<file path="src/rtl/clk_mode_pkg.sv">
package clk_mode_pkg;

  typedef enum logic [1:0] {M_RUN, M_STOP, M_PDOWN, M_TRI} mode_e;

  // Mode requested by the control pins.
  function automatic mode_e decode_req(logic stop_n, logic bus_half_n, logic doze_n);
    if (stop_n) return M_RUN;
    case ({bus_half_n, doze_n})
      2'b00:   return M_PDOWN;
      2'b10:   return M_TRI;
      default: return M_STOP;
    endcase
  endfunction

  // Half-period in master cycles for a select index and doze state.
  function automatic int unsigned half_len(logic [1:0] sel, logic dozing,
                                           int unsigned h0, int unsigned h1,
                                           int unsigned h2, int unsigned h3);
    int unsigned b;
    case (sel)
      2'd0:    b = h0;
      2'd1:    b = h1;
      2'd2:    b = h2;
      default: b = h3;
    endcase
    return dozing ? 2 * b : b;
  endfunction

  // A move into power-down needs stop; a move out of power-down must go to stop.
  function automatic logic legal_move(mode_e cur, mode_e req);
    if (req == M_PDOWN) return (cur == M_STOP) || (cur == M_PDOWN);
    if (cur == M_PDOWN) return req == M_STOP;
    return 1'b1;
  endfunction

  function automatic int unsigned max4(int unsigned a, int unsigned b,
                                       int unsigned c, int unsigned d);
    int unsigned m;
    m = a;
    if (b > m) m = b;
    if (c > m) m = c;
    if (d > m) m = d;
    return m;
  endfunction

  function automatic int unsigned min4(int unsigned a, int unsigned b,
                                       int unsigned c, int unsigned d);
    int unsigned m;
    m = a;
    if (b < m) m = b;
    if (c < m) m = c;
    if (d < m) m = d;
    return m;
  endfunction

endpackage

</file>
<file path="src/rtl/clk_mode_fsm.sv">
module clk_mode_fsm
  import clk_mode_pkg::*;
(
  input  logic  clk,
  input  logic  rst_n,
  input  logic  step_i,
  input  mode_e req_i,
  output mode_e mode_o,
  output mode_e mode_nxt_o,
  output logic  err_o
);

  mode_e mode_q;
  logic  err_q;
  logic  legal_w;

  assign legal_w    = legal_move(mode_q, req_i);
  assign mode_nxt_o = legal_w ? req_i : mode_q;
  assign mode_o     = mode_q;
  assign err_o      = err_q;

  always_ff @(posedge clk or negedge rst_n) begin
    if (!rst_n) begin
      mode_q <= M_STOP;
      err_q  <= 1'b0;
    end else if (step_i) begin
      mode_q <= mode_nxt_o;
      if (!legal_w) err_q <= 1'b1;
    end
  end

  // power-down is only reached from stop
  p_pd_entry_r8: assert property (@(posedge clk) disable iff (!rst_n)
    (mode_q == M_PDOWN && $past(mode_q) != M_PDOWN) |-> $past(mode_q) == M_STOP);

  // power-down is only left towards stop
  p_pd_exit_r9: assert property (@(posedge clk) disable iff (!rst_n)
    ($past(mode_q) == M_PDOWN && mode_q != M_PDOWN) |-> mode_q == M_STOP);

  // the error flag never clears
  p_err_sticky_r11: assert property (@(posedge clk) disable iff (!rst_n)
    $past(err_q) |-> err_q);

endmodule

</file>
<file path="src/rtl/clk_div_gen.sv">
module clk_div_gen #(
  parameter int unsigned CW   = 4,
  parameter int unsigned HMIN = 3
) (
  input  logic          clk,
  input  logic          rst_n,
  input  logic [CW-1:0] half_i,
  input  logic          full_i,
  input  logic          run_i,
  output logic          ecpu_o,
  output logic          ebus_o,
  output logic          step_o
);

  localparam logic [CW:0] HMIN_V = (CW+1)'(HMIN);

  logic [CW-1:0] cnt_q, half_q;
  logic          full_q, cpu_q, bus_q;

  // Step point: end of a low phase on both clocks.
  assign step_o = (cnt_q == '0) && !cpu_q && !bus_q;
  assign ecpu_o = cpu_q;
  assign ebus_o = bus_q;

  always_ff @(posedge clk or negedge rst_n) begin
    if (!rst_n) begin
      cnt_q  <= '0;
      half_q <= CW'(1);
      full_q <= 1'b1;
      cpu_q  <= 1'b0;
      bus_q  <= 1'b0;
    end else if (cnt_q != '0) begin
      cnt_q <= cnt_q - CW'(1);
    end else if (cpu_q) begin
      cpu_q <= 1'b0;
      if (full_q) bus_q <= 1'b0;
      cnt_q <= half_q - CW'(1);
    end else if (bus_q) begin
      // half-rate bus: CPU rises while bus falls, not a step point
      cpu_q <= 1'b1;
      bus_q <= 1'b0;
      cnt_q <= half_q - CW'(1);
    end else begin
      half_q <= half_i;
      full_q <= full_i;
      if (run_i) begin
        cpu_q <= 1'b1;
        bus_q <= 1'b1;
        cnt_q <= half_i - CW'(1);
      end
    end
  end

  // high-phase length tracker for the runt check
  logic [CW:0] hi_len;
  always_ff @(posedge clk or negedge rst_n) begin
    if (!rst_n) hi_len <= '0;
    else        hi_len <= cpu_q ? hi_len + (CW+1)'(1) : '0;
  end

  // a completed high phase is never shorter than the shortest half-period
  p_no_runt_r5: assert property (@(posedge clk) disable iff (!rst_n)
    (hi_len != '0 && !cpu_q) |-> hi_len >= HMIN_V);

endmodule

</file>
<file path="src/rtl/clk_mode_ctrl.sv">
module clk_mode_ctrl
  import clk_mode_pkg::*;
#(
  parameter int unsigned H_SEL0 = 3,
  parameter int unsigned H_SEL1 = 4,
  parameter int unsigned H_SEL2 = 5,
  parameter int unsigned H_SEL3 = 6
) (
  input  logic       clk,
  input  logic       rst_n,
  input  logic [1:0] fsel_n,
  input  logic       bus_half_n,
  input  logic       doze_n,
  input  logic       stop_n,
  output logic       cpu_clk_o,
  output logic       ecpu_clk_o,
  output logic       bus_clk_o,
  output logic       clk_oe_o,
  output logic       pwr_down_o,
  output logic       seq_err_o
);

  localparam int unsigned HMAX = max4(H_SEL0, H_SEL1, H_SEL2, H_SEL3);
  localparam int unsigned HMIN = min4(H_SEL0, H_SEL1, H_SEL2, H_SEL3);
  localparam int unsigned CW   = $clog2(2 * HMAX + 1);

  mode_e         req_w, mode_w, mode_nxt_w;
  logic          step_w, ecpu_w, ebus_w, run_w;
  logic [CW-1:0] half_w;

  assign req_w  = decode_req(stop_n, bus_half_n, doze_n);
  assign half_w = CW'(half_len(~fsel_n, ~doze_n, H_SEL0, H_SEL1, H_SEL2, H_SEL3));
  assign run_w  = (mode_nxt_w == M_RUN);

  clk_mode_fsm u_fsm (
    .clk        (clk),
    .rst_n      (rst_n),
    .step_i     (step_w),
    .req_i      (req_w),
    .mode_o     (mode_w),
    .mode_nxt_o (mode_nxt_w),
    .err_o      (seq_err_o)
  );

  clk_div_gen #(.CW(CW), .HMIN(HMIN)) u_gen (
    .clk    (clk),
    .rst_n  (rst_n),
    .half_i (half_w),
    .full_i (bus_half_n),
    .run_i  (run_w),
    .ecpu_o (ecpu_w),
    .ebus_o (ebus_w),
    .step_o (step_w)
  );

  // One register stage puts the CPU and bus clocks behind the early copy.
  always_ff @(posedge clk or negedge rst_n) begin
    if (!rst_n) begin
      cpu_clk_o <= 1'b0;
      bus_clk_o <= 1'b0;
      clk_oe_o  <= 1'b1;
    end else begin
      cpu_clk_o <= ecpu_w;
      bus_clk_o <= ebus_w;
      clk_oe_o  <= (mode_w != M_TRI);
    end
  end

  assign ecpu_clk_o = ecpu_w;
  assign pwr_down_o = (mode_w == M_PDOWN);

  // outside run mode the generator holds both clocks low
  p_halt_low_r6: assert property (@(posedge clk) disable iff (!rst_n)
    (mode_w != M_RUN) |-> (!ecpu_w && !ebus_w));

  // withdrawn enable never coincides with a high clock
  p_quiet_tri_r7: assert property (@(posedge clk) disable iff (!rst_n)
    !clk_oe_o |-> (!cpu_clk_o && !bus_clk_o));

endmodule

</file>
<file path="config.mk">
export PLATFORM = sky130hd
export DESIGN_NAME = clk_mode_ctrl
export DESIGN_NICKNAME = d
export VERILOG_FILES = /design/src/rtl/clk_mode_pkg.sv /design/src/rtl/clk_mode_fsm.sv /design/src/rtl/clk_div_gen.sv /design/src/rtl/clk_mode_ctrl.sv
export SDC_FILE = /design/constraint.sdc
export NUM_CORES = 1
export LEC_CHECK = 0
export BUFFER_PORTS_ARGS = -buffer_cell sky130_fd_sc_hd__buf_2
export CAP_MARGIN = 20
export CORE_ASPECT_RATIO = 0.75
export CORE_MARGIN = 2
export CORE_UTILIZATION = 60
export DETAILED_ROUTE_END_ITERATION = 7
export PLACE_DENSITY_LB_ADDON = 0.08
export RECOVER_POWER = 100
export SYNTH_ARGS = -nofsm -noshare
export SYNTH_HDL_FRONTEND = slang
export SYNTH_SLANG_ARGS = --single-unit
</file>
<file path="constraint.sdc">
create_clock -name clk -period 2.7 [get_ports clk]
set_input_delay 0.27 -clock clk [delete_from_list [all_inputs] [get_ports clk]]
set_output_delay 0.27 -clock clk [all_outputs]
set_load 0.03 [all_outputs]
</file>
# Yosys cells after proc, flatten, opt, wreduce, memory -nomap -nowiden
# Index checks and enable logic that the tools add are counted.
# word_totals
reg_bits	17
latch_bits	0
ram_bits	0
romBits	0
in_bits	7
elab_cells	65
mem_count	0
# op_classes
n_addsub	3
multipliers	0
div	0
magnitude_cmp	0
n_eq_ne	9
shift	0
muxes	24
bitwise_logic	5
n_reduce_logical	14
# op_table
cell	count
$mux 4	5
$mux 1	14
$sub 4x1->4 const B	3
$pmux 3 s3	1
$eq 2x2->1 const B	4
$reduce_bool 4->1	2
$eq 2x1->1 const B	3
$logic_not 2->1	3
$mux 2	3
$logic_not 4->1	1
$not 1->1	4
$pmux 2 s2	1
$reduce_and 2->1	2
$reduce_and 3->1	1
$logic_and 1x1->1	2
$logic_not 1->1	2
$ne 2x1->1 const B	1
$ne 2x2->1 const B	1
$not 2->2	1
$logic_or 1x1->1	1

# Depth between registers and ports, before layout
# Gate-level depths: netlist of run 1.
# depth
ltp_word	14
depth_mapped	8
depth_no_buf	8

# Hierarchy
# A second synthesis of run 1 with hierarchy kept.
# hier_totals
cells_unflattened	109
area_unflattened_um2	1056.0
# by_module_without_submodules
module	instances	cells_per_inst	area_each_um2	seq_area_each_um2
clk_div_gen	1	64	629.4	277.8
clk_mode_fsm	1	25	232.7	76.3
clk_mode_ctrl	1	20	193.9	76.3

# Worst setup path after synthesis of run 1
# Ideal clock, no wire load.
# synth_path
path_kind	register to register
from	reg u_fsm.mode_q[0], in the netlist u_fsm.mode_o[0]
to	reg u_gen.cnt_q[1]
setup_time_ns	0.079
arrival_time_ns	1.882
required_time_ns	2.621
path_slack_ns	0.738
path_stages_with_launch	8
period_less_slack_ns	1.962
path_cell_list	dfstp_2 inv_1 ha_1 and2b_4 o31ai_4 o211ai_2 and2b_4 mux2i_1
# synth_between
elab_chain_cells	9
word_cells_on_any_way	12
# synth_lines
item	line	rtl
from (decl)	clk_mode_fsm.sv:13	mode_e mode_q;
from (signal assigned)	clk_mode_fsm.sv:27	mode_q <= mode_nxt_o;
$eq 2x2->1 (*)	n/a	
net pwr_down_o	clk_mode_ctrl.sv:19	output logic pwr_down_o,
$logic_or 1x1->1	clk_mode_pkg.sv:31	if (req == M_PDOWN) return (cur == M_STOP) || (cur == M_PDOWN);
$mux 1	clk_mode_pkg.sv:31	
$mux 1	clk_mode_pkg.sv:32	if (cur == M_PDOWN) return req == M_STOP;
$mux 1	clk_mode_pkg.sv:33	return 1'b1;
$mux 1 (*)	clk_mode_pkg.sv:32	
$mux 2 (*)	clk_mode_fsm.sv:18	assign mode_nxt_o = legal_w ? req_i : mode_q;
$logic_not 2->1 (*)	clk_mode_ctrl.sv:33	assign run_w = (mode_nxt_w == M_RUN);
$reduce_bool 4->1 (no line) (*)	n/a	
to (signal assigned)	clk_div_gen.sv:33	cnt_q <= cnt_q - CW'(1);
to (signal assigned)	clk_div_gen.sv:37	cnt_q <= half_q - CW'(1);
to (signal assigned)	clk_div_gen.sv:42	cnt_q <= half_q - CW'(1);
to (decl)	clk_div_gen.sv:17	logic [CW-1:0] cnt_q, half_q;
# Mark *: on every way through the listed nets, which the timed path passes. The rest lies on a longest branch. The select of a mux whose other input is x is not followed.
# A chain may end at the register's enable or synchronous reset.

# Worst setup path in the final report of run 1
# layout_path
from	reg u_gen.cnt_q[0]
to	reg u_gen.cnt_q[1]
# layout_between
elab_chain_cells	2
word_cells_on_any_way	4
# layout_lines
item	line
$sub 4x1->4 / $reduce_bool 4->1 (equally long branches)	clk_div_gen.sv:33, clk_div_gen.sv:32
$mux 4 / $reduce_bool 4->1 (equally long branches)	n/a
# Several ways; a longest one is shown, not always the timed one.

==> flow_summary.toml, run 1 <==
[outcome]
status = "complete, no violations"

[worst_setup_path]
cp.required_ns = 2.93
cp_cell_sequence = "inv_1, ha_1, nor3b_4, nand2_1, and2b_4, mux2i_1"
worstSetupStartpointType = "flop"
arrival_ns = 2.41
crit_fanout = 16
crit_type = "reg2reg"
crit_slowest_cell = "and2b_4"
cp-end-kind = "flop"
slowest_delay_ns = 0.40

[cts]
postCtsSetupBuffers = 0
cts-htree-levels = 1
cts_root_buf = "clkbuf_4"
cts_tree = "done"
clkLatencyLatePin_ns = 0.30
cts_buffer_depth = 2
cts_sinks = 17
cts_made_buffers = 3
clkTransAtPathRegs_ns = 0.10
cts_hold_buf = 1
cts_resized = 0

[synthesis]
synthCells = 99
synthMuxAreaShare_pct = 6.11
synth.most_common_cell = "dfrtp_1"
synth_nets = 112
yosysSeqAreaShare_pct = 41.2
netlist_area_um2 = 1040
synth_top_family_by_area = "simple AND/OR/NAND/NOR gates"
synth_compound_area_share_pct = 17.0
synth_flop_cell = "dfrtp_1"
synth-warning-count = 0
synthAdderAreaFrac_pct = 7.19
syn_area_per_cell_um2 = 10.6
ys_types = 39
synthTopCellsByCount = "dfrtp_1 (13), nor2_1 (9), inv_1 (8), o21ai_0 (7), ha_1 (6)"
ys_top_cells_by_area = "dfrtp_1 (31%), dfstp_2 (10%), ha_1 (7.2%)"
synth-seq-cells = 17
async_flop_share_pct = 100
synthXorXnorAreaFrac_pct = 3.35
synth_edf_count = 0
synth_top_area_share_pct = 31.1
synth-simple-area-share_pct = 20.1
synth_top_cell_by_area = "dfrtp_1"

[cells_and_area]
n_fill_cell = 152
fin_nets = 128
antenna_cells = 0
syn2layout_area_growth_pct = 7.31
post_route_cells_drive_above_1_share_pct = 21.1

[run]
drv_cap = 0

[timing]
setup_viol = 0
period_share_pct = 80.9
rsz0062_at_grt = "no"
period_needed_ns = 2.19
fmax_mhz = 458
max_slew_margin_pct = 41.4
tightestPinTransition_ns = 0.879
finalHoldViolCount = 0
setup_tns_ns = 0
slew_violations = 0
skew_ns = 0.00893

[global_route]
grt_overflow = 0
grt_pass1_wl_um = 3140
antenna_found_initial = 0
grt_pass1_vias = 701
grt_max_degree = 18
grt_usage_pct = 21.6

[die]
core_um2 = 1690
die_x_um = 52.2
dieArea_um2 = 2090
pin_count = 13
die_height_um = 40.1
rows = 13
start_util_pct = 61.8

[drt]
via_count = 762
post_drt_wl_per_cell_um = 13.8
avgViaCountPerCell = 5.60
antenna_left = 0
drt-initial-drc-count = 14
wl_um = 1870
drc = 0
drt_pass1_iterations = 4

[power]
p_leak_uw = 0.000500
ir_worst_vdd_v = 0.000657
power_density_nw_per_um2 = 1070
power_uw = 1200

[placement]
portBuffers = 12
globalplace.congestion = 0.928
hpwl_um = 1450

[worst_hold_path]
hp-class = "in2reg"
-- per-layer routing --
layer / global-route usage (%) / vias up / wire length (um)
li1: - / 379 / -
met4: 5.77 / 0 / 8
met2: 32.6 / 24 / 831
met3: 8.21 / 2 / 104
met5: 0 / - / 0
met1: 29.3 / 357 / 928
-- worst max-delay path: cells and delay by family (launching register included) --
family	cells	cell delay, ns
adders and majority gates	1	0.27
buffers and inverters	1	0.10
DFF	1	0.39
muxes	1	0.18
and+or+nand+nor	3	1.17
-- layout by cell type (no fill, tap or decap), types with 2 or more instances in the layout --
| cell type | count |
|---|---|
| o21ai_0 | 7 |
| a21oi_1 | 4 |
| dfrtp_1 | 13 |
| buf_2 | 5 |
| nor2_1 | 9 |
| a21o_1 | 2 |
| clkbuf_1 | 7 |
| or3_1 | 2 |
| and4_1 | 2 |
| xnor2_1 | 3 |
| mux2i_1 | 3 |
| nand3b_1 | 2 |
| nor3_2 | 2 |
| nand2_1 | 5 |
| clkbuf_4 | 3 |
| nor3_1 | 2 |
| ha_1 | 6 |
| inv_1 | 8 |
| dfstp_2 | 3 |
| mux2_2 | 2 |
| and2b_4 | 2 |
-- where the power goes --
| part | total [uW] | switching, uW | internal, uW |
|---|---|---|---|
| Clock | 135 | 80.2 | 55.2 |
| Sequential | 473 | 92.4 | 380 |
| Combinational | 594 | 341 | 253 |
-- final cells by class --
type                            instances  area (um^2)  share of cell area [%]
Multi-Input combinational cell         72          544                    48.5
Sequential cell                        17          430                    38.4
Timing Repair Buffer                   13         61.3                    5.47
Inverter                                8         30.0                    2.68
Tap cell                               22         27.5                    2.46
Clock buffer                            3         22.5                    2.01
Clock inverter                          1         5.00                   0.446
-- cell families after synthesis --
group / count (synthesis)
multiplexers: 6
XOR/XNOR: 4
buffers and inverters: 10
adder cells (fa/ha/maj): 6
AND/OR/NAND/NOR: 32
AO/OA/AOI/OAI: 24
flip-flops: 17
-- through the flow --
step	instance area [um^2]	utilization (%)	setup WS, ns	instances	hold WS [ns]
floorplan	1040	-	0.738	99	-0.0256
global placement	1110	65.6	0.829	131	0.213
detailed placement	1110	65.6	0.774	131	0.210
CTS	1150	67.8	0.754	136	0.293
global route	1120	66.3	0.349	136	0.327
finish	1120	66.3	0.515	136	0.302
-- state kept, by name, summed over array words and instances, names as in the netlist --
name	count
u_fsm.err_o	1
u_gen.full_q	1
bus_clk_o	1
u_gen.cnt_q	4
clk_oe_o	1
cpu_clk_o	1
u_gen.half_q	4
u_gen.ebus_o	1
u_fsm.mode_o	2
u_gen.ecpu_o	1
-- path summary, 6_finish.rpt --
| kind | end | slack [ns] | cells past startpoint | startpoint |
|---|---|---|---|---|
| worst max-delay path | u_gen.cnt_q[1]$_DFFE_PN0P_ | 0.51 | 6 | u_gen.cnt_q[0]$_DFFE_PN0P_ |
| worst min-delay path | u_gen.full_q$_DFFE_PN1P_ | 0.30 | 2 | bus_half_n |
| worst max register to register | u_gen.cnt_q[1]$_DFFE_PN0P_ | 0.51 | 6 | u_gen.cnt_q[0]$_DFFE_PN0P_ |
| worst min register to register | bus_clk_o$_DFF_PN0_ | 0.43 | 0 | u_gen.ebus_o$_DFFE_PN0P_ |
| max in group asynchronous | u_fsm.mode_o[1]$_DFFE_PN0P_ | 1.56 | 2 | rst_n |
| min in group asynchronous | u_gen.ebus_o$_DFFE_PN0P_ | 0.59 | 2 | rst_n |
(Power assumes the default switching activity.)
==> run 2, diff against run 1 <==
--- a/config.mk
+++ b/config.mk
@@ -9,7 +9,7 @@
 export CAP_MARGIN = 20
 export CORE_ASPECT_RATIO = 0.75
 export CORE_MARGIN = 2
-export CORE_UTILIZATION = 60
+export CORE_UTILIZATION = 50
 export DETAILED_ROUTE_END_ITERATION = 7
 export PLACE_DENSITY_LB_ADDON = 0.08
 export RECOVER_POWER = 100
==> constraint.sdc (replaced) <==
create_clock -name clk -period 1.9 [get_ports clk]
set_input_delay 0.19 -clock clk [delete_from_list [all_inputs] [get_ports clk]]
set_output_delay 0.19 -clock clk [all_outputs]
set_load 0.03 [all_outputs]
==> run 2 against run 1 <==
Sequential share of layout area decreased by 2.4 points; register-to-register slack got worse by 0.40 ns; utilization shrank 6.4 points; critical endpoint unchanged.
==> flow_summary.toml, run 2 (synthesized netlist as in run 1, its figures left out) <==
[outcome]
status = "complete, no violations"

[drt]
via_count = 768
wl_um = 2050
avgViaCountPerCell = 5.41
drc = 0
post_drt_wl_per_cell_um = 14.5
drt_pass1_iterations = 6
antenna_left = 0
drt-initial-drc-count = 25

[timing]
period_needed_ns = 1.79
finalHoldViolCount = 0
period_share_pct = 94.0
slew_violations = 0
setup_viol = 0
fmax_mhz = 560
tightestPinTransition_ns = 0.918
max_slew_margin_pct = 38.8
setup_tns_ns = 0
skew_ns = 0.00225
rsz0062_at_grt = "no"

[global_route]
grt_max_degree = 18
grt_pass1_wl_um = 3590
grt_usage_pct = 19.7
grt_overflow = 0
antenna_found_initial = 0
grt_pass1_vias = 779

[worst_setup_path]
r2r_end = "u_gen.cnt_q[1]$_DFFE_PN0P_"
crit_type = "reg2reg"
cp-end-kind = "flop"
arrival_ns = 2.02
worstSetupEndpoint = "u_gen.cnt_q[1]$_DFFE_PN0P_"
worstSetupStartpoint = "u_fsm.mode_o[0]$_DFFE_PN1P_"
worstSetupStartpointType = "flop"
reg2reg_slack_ns = 0.11
crit_fanout = 5
cp.required_ns = 2.13
worstReg2RegStart = "u_fsm.mode_o[0]$_DFFE_PN1P_"
reg2reg_depth = 7

[die]
pin_count = 13
dieArea_um2 = 2470
start_util_pct = 52.3
core_um2 = 2000
die_height_um = 43.6
die_x_um = 56.8
rows = 14

[cts]
clkTransAtPathRegs_ns = 0.11
clkLatencyLatePin_ns = 0.30
cts-htree-levels = 1
cts_sinks = 17
cts_root_buf = "clkbuf_4"
cts_buffer_depth = 2
cts_made_buffers = 3
cts_tree = "done"

[cells_and_area]
antenna_cells = 0
syn2layout_area_growth_pct = 14.4
mostFrequentLayoutCell = "dfrtp_1"
post_route_cells_drive_above_1_share_pct = 33.9
layout_common_cells = "dfrtp_1 (13), buf_2 (11), nor2_1 (9), inv_1 (8), o21ai_0 (7)"
fin_cells = 142
fin_nets = 132

[placement]
place_inst = 137
globalplace.congestion = 0.868
hpwl_um = 1510
portBuffers = 12

[power]
p_leak_uw = 0.000552
power_density_nw_per_um2 = 1560
ir_worst_vdd_v = 0.000987

[worst_hold_path]
whs_path_depth = 2
hp-class = "in2reg"

[run]
drv_cap = 0
[run 2: stage by stage]
stage / cell area (um^2) / hold slack [ns] / power (uW) / setup WS, ns / utilization [%]
6_report: 1190 / 0.221 / 1860 / 0.114 / 59.8
5_1_grt: 1190 / 0.223 / 2030 / 0.000618 / 59.8
4_1_cts: 1180 / 0.222 / 1850 / 0.0798 / 59.2
3_5_place_dp: 1140 / 0.140 / 1640 / 0.107 / 57.3
3_3_place_gp: 1140 / 0.136 / 1620 / 0.133 / 57.3
2_1_floorplan: 1050 / -0.106 / 1390 / 0.0466 / -
[run 2: worst min path at each step]
stage	from	endpoint	slack [ns]
2_1_floorplan	rst_n	bus_clk_o$_DFF_PN0_	-0.11
5_1_grt	bus_half_n	u_gen.full_q$_DFFE_PN1P_	0.22
4_1_cts	bus_half_n	u_gen.full_q$_DFFE_PN1P_	0.22
6_report	bus_half_n	u_gen.full_q$_DFFE_PN1P_	0.22
3_3_place_gp	rst_n	bus_clk_o$_DFF_PN0_	0.14
3_5_place_dp	rst_n	cpu_clk_o$_DFF_PN0_	0.14
[run 2: where the power goes]
group	internal (uW)	switching (uW)	total, uW
registers	542	112	655
clock network	78.5	125	204
logic	452	548	1000
[run 2: area by class of cell]
class / instances / area, um^2
Timing Repair Buffer: 17 / 98.8
Tap cell: 24 / 30.0
Clock buffer: 3 / 22.5
Sequential cell: 17 / 430
Inverter: 8 / 30.0
Clock inverter: 1 / 5.00
Multi-Input combinational cell: 72 / 578
Fill cell: 186 / 802
[run 2: metal layers]
layer  GRT usage, %  part of all wire [%]
met5              0                     0
met2           30.9                    42
met3           6.27                   4.4
met4           4.19                  0.93
met1           27.2                    52
[run 2: timing repair]
| item | 4_1_cts | 5_1_grt |
|---|---|---|
| hold buffers | 1 | 0 |
| setup endpoints to repair | 0 | 2 |
| resized for setup | 0 | 2 |
| endpoints found under the hold margin | 13 | 0 |
| setup buffers | 0 | 0 |
[run 2: critical path, cell delays in order, from the launching register on]
cell and delay [ns]:
dfstp_2 0.54, inv_1 0.06, ha_4 0.17, and2b_4 0.27, o31ai_4 0.06, o211ai_2 0.24, and2b_4 0.21, mux2i_1 0.17
